==> config.mk <==
export PLATFORM = sky130hd
export DESIGN_NAME = moesi_line_ctrl
export DESIGN_NICKNAME = d
export VERILOG_FILES = /design/src/rtl/coh_pkg.sv /design/src/rtl/coh_state_store.sv /design/src/rtl/coh_snoop_fsm.sv /design/src/rtl/coh_local_fsm.sv /design/src/rtl/moesi_line_ctrl.sv
export SDC_FILE = /design/constraint.sdc
export NUM_CORES = 1
export LEC_CHECK = 0
export CAP_MARGIN = 5
export CORE_ASPECT_RATIO = 1.2
export CORE_MARGIN = 3
export CORE_UTILIZATION = 43
export DETAILED_ROUTE_END_ITERATION = 12
export PLACE_DENSITY_LB_ADDON = 0.15
export REMOVE_ABC_BUFFERS = 1
export SETUP_SLACK_MARGIN = 0.15
export SYNTH_ARGS = -nofsm -noshare
export SYNTH_HDL_FRONTEND = slang
export SYNTH_HIERARCHICAL = 1
export SYNTH_SLANG_ARGS = --single-unit
==> constraint.sdc <==
create_clock -name clk -period 10.9 [get_ports clk]
set_input_delay 2.18 -clock clk [delete_from_list [all_inputs] [get_ports clk]]
set_output_delay 2.18 -clock clk [all_outputs]
set_load 0.02 [all_outputs]
==> src/rtl/coh_pkg.sv <==
package coh_pkg;
    typedef enum logic [2:0] {
        ST_I = 3'd0, ST_S = 3'd1, ST_E = 3'd2, ST_O = 3'd3, ST_M = 3'd4
    } coh_state_e;

    typedef enum logic [1:0] {
        LOP_READ = 2'd0, LOP_WRITE = 2'd1, LOP_EVICT = 2'd2, LOP_NOP = 2'd3
    } lcl_op_e;

    typedef enum logic [2:0] {
        BA_NONE = 3'd0, BA_READ = 3'd1, BA_RFO = 3'd2, BA_INVAL = 3'd3, BA_WBACK = 3'd4
    } bus_act_e;

    typedef enum logic [1:0] {
        SR_NONE = 2'd0, SR_SUPPLY = 2'd1, SR_WBACK = 2'd2
    } snp_resp_e;

    localparam int MODE_MEI   = 0;
    localparam int MODE_MESI  = 1;
    localparam int MODE_MOESI = 2;
endpackage

==> src/rtl/coh_state_store.sv <==
module coh_state_store #(
    parameter int LINES = 16,
    localparam int IW = $clog2(LINES)
) (
    input  logic                   clk,
    input  logic                   rst_n,
    input  logic                   snp_we,
    input  logic [IW-1:0]          snp_idx,
    input  logic [2:0]             snp_nxt,
    input  logic                   lcl_we,
    input  logic [IW-1:0]          lcl_idx,
    input  logic [2:0]             lcl_nxt,
    output logic [2:0]             snp_cur,
    output logic [2:0]             lcl_cur,
    output logic [LINES-1:0][2:0]  st_flat
);
    logic [LINES-1:0][2:0] st_q;

    // state register: the local write lands last so it wins on a shared index
    always_ff @(posedge clk) begin
        if (!rst_n) begin
            st_q <= '0;
        end else begin
            if (snp_we) st_q[snp_idx] <= snp_nxt;
            if (lcl_we) st_q[lcl_idx] <= lcl_nxt;
        end
    end

    assign snp_cur = st_q[snp_idx];
    assign lcl_cur = st_q[lcl_idx];
    assign st_flat = st_q;
endmodule

==> src/rtl/coh_snoop_fsm.sv <==
module coh_snoop_fsm
    import coh_pkg::*;
#(
    parameter int MODE = MODE_MOESI
) (
    input  logic       valid,
    input  logic       is_write,
    input  coh_state_e cur,
    output coh_state_e nxt,
    output snp_resp_e  resp,
    output logic       hit
);
    always_comb begin
        nxt  = cur;
        resp = SR_NONE;
        hit  = valid && (cur != ST_I);
        if (valid) begin
            if (is_write) begin
                unique case (cur)
                    ST_M, ST_O: begin resp = SR_SUPPLY; nxt = ST_I; end  // snoop-kill, dirty
                    ST_E, ST_S: nxt = ST_I;                             // snoop-kill, clean
                    default:    nxt = cur;
                endcase
            end else begin
                unique case (cur)
                    ST_M: begin
                        if (MODE == MODE_MOESI) begin
                            resp = SR_SUPPLY; nxt = ST_O;               // snoop-own
                        end else if (MODE == MODE_MESI) begin
                            resp = SR_WBACK;  nxt = ST_S;               // snoop-share
                        end else begin
                            resp = SR_WBACK;  nxt = ST_I;
                        end
                    end
                    ST_O: resp = SR_SUPPLY;
                    ST_E: nxt = (MODE == MODE_MEI) ? ST_I : ST_S;       // snoop-downgrade
                    default: nxt = cur;
                endcase
            end
        end
    end
endmodule

==> src/rtl/coh_local_fsm.sv <==
module coh_local_fsm
    import coh_pkg::*;
#(
    parameter int MODE = MODE_MOESI
) (
    input  logic       valid,
    input  lcl_op_e    op,
    input  logic       shared_in,
    input  coh_state_e cur,
    output coh_state_e nxt,
    output bus_act_e   act
);
    always_comb begin
        nxt = cur;
        act = BA_NONE;
        if (valid) begin
            unique case (op)
                LOP_READ: begin
                    if (cur == ST_I) begin
                        act = BA_READ;                                  // fill-exclusive / fill-shared
                        nxt = (shared_in && MODE != MODE_MEI) ? ST_S : ST_E;
                    end
                end
                LOP_WRITE: begin
                    nxt = ST_M;
                    unique case (cur)
                        ST_I:       act = BA_RFO;                       // write-allocate
                        ST_S, ST_O: act = BA_INVAL;                     // upgrade
                        default:    act = BA_NONE;                      // silent-upgrade, or already M
                    endcase
                end
                LOP_EVICT: begin
                    unique case (cur)
                        ST_M, ST_O: begin act = BA_WBACK; nxt = ST_I; end  // evict-dirty
                        ST_E, ST_S: nxt = ST_I;                            // evict-clean
                        default:    nxt = cur;
                    endcase
                end
                default: nxt = cur;
            endcase
        end
    end
endmodule

==> src/rtl/moesi_line_ctrl.sv <==
module moesi_line_ctrl
    import coh_pkg::*;
#(
    parameter int LINES = 16,
    parameter int MODE  = MODE_MOESI
) (
    input  logic                     clk,
    input  logic                     rst_n,
    input  logic                     lcl_valid,
    input  logic [1:0]               lcl_op,
    input  logic [$clog2(LINES)-1:0] lcl_idx,
    input  logic                     lcl_shared_in,
    input  logic                     snp_valid,
    input  logic                     snp_is_write,
    input  logic [$clog2(LINES)-1:0] snp_idx,
    output logic [2:0]               lcl_bus_act,
    output logic [2:0]               lcl_state,
    output logic [1:0]               snp_resp,
    output logic                     snp_hit
);
    localparam int IW = $clog2(LINES);

    logic [2:0]            snp_cur_raw, lcl_cur_raw;
    logic [LINES-1:0][2:0] st_flat;
    coh_state_e            snp_nxt, lcl_eff, lcl_nxt;
    snp_resp_e             snp_resp_e_w;
    bus_act_e              lcl_act_e_w;
    logic                  same_line;

    coh_state_store #(.LINES(LINES)) u_store (
        .clk     (clk),
        .rst_n   (rst_n),
        .snp_we  (snp_valid),
        .snp_idx (snp_idx),
        .snp_nxt (snp_nxt),
        .lcl_we  (lcl_valid),
        .lcl_idx (lcl_idx),
        .lcl_nxt (lcl_nxt),
        .snp_cur (snp_cur_raw),
        .lcl_cur (lcl_cur_raw),
        .st_flat (st_flat)
    );

    coh_snoop_fsm #(.MODE(MODE)) u_snoop (
        .valid    (snp_valid),
        .is_write (snp_is_write),
        .cur      (coh_state_e'(snp_cur_raw)),
        .nxt      (snp_nxt),
        .resp     (snp_resp_e_w),
        .hit      (snp_hit)
    );

    // snoop goes first on a shared index
    assign same_line = snp_valid && (snp_idx == lcl_idx);
    assign lcl_eff   = same_line ? snp_nxt : coh_state_e'(lcl_cur_raw);

    coh_local_fsm #(.MODE(MODE)) u_local (
        .valid     (lcl_valid),
        .op        (lcl_op_e'(lcl_op)),
        .shared_in (lcl_shared_in),
        .cur       (lcl_eff),
        .nxt       (lcl_nxt),
        .act       (lcl_act_e_w)
    );

    // output process
    always_comb begin
        lcl_bus_act = lcl_act_e_w;
        snp_resp    = snp_resp_e_w;
        lcl_state   = lcl_cur_raw;
    end
endmodule

==> results.json <==
{
  "status": "complete, no violations",
  "clkLatencyLatePin_ps": 310,
  "vias": 3746,
  "ir_drop_mv": 0.0373,
  "grt_first_pass_wirelength_um": 19900,
  "fin_crit_sh": 0.825,
  "rsz0062_at_grt": "false",
  "slowest_stage": "clkdlybuf4s50_1",
  "cts.clk_slew.worst_paths_ps": 90,
  "mostFrequentLayoutCell": "nand3_1",
  "largest_reg_flops": 48,
  "drc": 0,
  "numPortBuffers": 23,
  "post_cts_resized": 0,
  "worst_ep_required_time_ps": 8720,
  "rows": 36,
  "worstHoldEndpoint": "u_store/st_flat[36]",
  "crit_top_cell": "clkdlybuf4s50_1",
  "drive_gt1_frac": 0.120,
  "die_w_um": 91.1,
  "cts_buffers": 5,
  "grt_max_degree": 49,
  "setup_viol": 0,
  "worstSetupEndpointType": "output pin",
  "die_h_um": 108,
  "stdcell_area_mm2": 0.00390,
  "final_cell_mix": "nand3_1, o31ai_1, a31oi_1, dfxtp_1, o21ai_0",
  "path_class": "input port to output pin",
  "cpLargestDelayFamily": "buffers and inverters",
  "cts-hold-fix-buffers": 0,
  "hold_violations": 0,
  "reg2reg_depth": 10,
  "power_per_cell_area_mw_per_mm2": 96.6,
  "max_slew_margin": 0.276,
  "clock_skew_ps": 6.83,
  "synthTopCellsByArea": "dfxtp_1, mux4_2, o31ai_1, nand3_1, a31oi_1",
  "syn_area_mm2": 0.00373,
  "p_leak_nw": 1.13,
  "h-tree-depth": 2,
  "cts_setup_buffers": 0,
  "cap_violations": 0,
  "ioPinCount": 25,
  "grt_util_all_layers": 0.258,
  "crit_chain": "clkdlybuf4s50_1, mux4_1, a22oi_1, nand3_1, o21bai_1, a22o_1, mux2_1, and3b_1, a21oi_1, nor3_1, clkdlybuf4s50_1",
  "post-dp-hpwl_um": 8120,
  "core_mm2": 0.00829,
  "async_flop_share": 0,
  "r2r_end": "u_store/st_flat[3]",
  "antenna_found_initial": 0,
  "fillers": 864,
  "dr.pass1.iters": 6,
  "synth_ff_type": "dfxtp_1",
  "hold_slack_ps": 519,
  "clk_path_buf_depth": 2,
  "initial_core_util": 0.451,
  "ys_seq_area_frac": 0.257,
  "synth-seq-cells": 48,
  "wl_um": 12600,
  "r2r_setup_slack_ps": 7000,
  "worst_hold_path.num_cells": 2,
  "hold_path.class": "flop to flop",
  "cp.depth": 11,
  "netlist.area_leader.share": 0.257,
  "drtIter0Drc": 512,
  "slew_viol_final": 0,
  "dieArea_mm2": 0.00984,
  "synth.avg_cell_area_um2": 8.51,
  "yosys_warnings": 6,
  "synth_top_area_cell": "dfxtp_1",
  "slowest_delay_ps": 1190,
  "vias_per_cell": 7.04,
  "grt_pass1_vias": 3483,
  "areaGrowthSynthToFinish_pct": 4.46,
  "diodes": 0,
  "wire_per_inst_um": 23.7,
  "yosysUniqueCellTypes": 51,
  "worst_pin_slew_ps": 1080,
  "holdCritStartpoint": "u_store/st_flat[36]",
  "fin_crit_ps": 8990,
  "dpl_cell_area_mm2": 0.00381,
  "r2r_start": "u_store/st_flat[1]",
  "worstPathMaxFanout": 22,
  "fmax_mhz": 111,
  "tritoncts": "built",
  "synth_cells": 439,
  "nNetsFinal": 433,
  "setup_tns_ps": 0,
  "start_kind": "input port",
  "root_buffer": "clkbuf_8",
  "cp.arrival_ps": 6810,
  "gp_congestion": 0.901,
  "cts.sinks": 48,
  "synth_edf_count": 0,
  "path_buf_inv": 2,
  "drtAntennaViolNets": 0,
  "overflow": 0
}
## cells in the mapped netlist (2+ instances only)
master	number
nand2_1	12
nand2b_1	10
clkbuf_1	23
or3b_1	2
a22o_1	2
nand3_1	64
mux2_1	3
nor2_1	5
mux4_2	23
buf_4	7
or2_2	8
o31a_1	2
o22a_2	2
nor2_2	2
o21ai_1	2
o31ai_1	48
a21oi_1	4
nor2b_1	6
o21ai_0	47
a22oi_1	6
a31oi_1	48
buf_2	17
or2b_1	2
dfxtp_1	48
nand3b_1	6
and2b_1	2
or2_1	2
buf_6	5
and3_1	2
inv_1	3
and3b_1	3
nor3b_2	2
nor3_1	3
## how the worst max path moves through the flow
stage	startpoint	endpoint	slack [ps]
floorplan	snp_idx[0]	lcl_bus_act[2]	3930
global placement	snp_idx[0]	lcl_bus_act[2]	2180
detailed placement	snp_idx[0]	lcl_bus_act[2]	1970
CTS	snp_idx[0]	lcl_bus_act[2]	1970
global route	snp_idx[0]	lcl_bus_act[2]	1650
finish	snp_idx[0]	lcl_bus_act[2]	1910
## through the flow
step                      instances  setup slack (ps)  utilization  power (W)
after floorplan                 384              3930            -   0.000228
final                           532              1910        0.471   0.000377
after detailed placement        524              1970        0.460   0.000265
after CTS                       532              1970        0.471   0.000377
after global placement          524              2180        0.460   0.000264
after global routing            532              1650        0.471   0.000390
## tightest hold or removal path, stage by stage, from the launching register on
cell	delay [ps]
dfxtp_1	330
o21ai_0	70
a31oi_1	70
## cell families (layout without fill, tap and decap cells)
logic type             count (synthesis)  after routing  share of synthesized area
AO/OA/AOI/OAI                        168            168                      0.291
flip-flops                            48             48                      0.257
other                                  1              1                    0.00100
multiplexers                          27             27                      0.155
XOR/XNOR                               1              1                    0.00235
AND/OR/NAND/NOR                      135            135                      0.204
buffers and inverters                 59             38                     0.0898
## per-layer routing
layer,wire (um),share of wire,up-vias,track usage
met5,0,0,-,0
met4,311,0.025,0,0.0959
met3,1170,0.093,25,0.0390
met2,6030,0.48,223,0.417
met1,5110,0.40,1823,0.352
li1,-,-,1675,-
## power by group
group	switching [W]	internal (W)	total [W]	leakage, nW
Clock	0.0000621	0.0000520	0.000114	0.0455
Sequential	0.00000309	0.000179	0.000182	0.388
Combinational	0.0000529	0.0000278	0.0000807	0.698
## area by class of cell
cell class,count,area (um^2),area share
Multi-Input combinational cell,332,2440,0.625
Sequential cell,48,961,0.246
Timing Repair Buffer,26,253,0.0648
Tap cell,114,143,0.0366
Clock buffer,8,90.1,0.0231
Inverter,4,16.3,0.00417
Power figures use the tool's default switching activity.
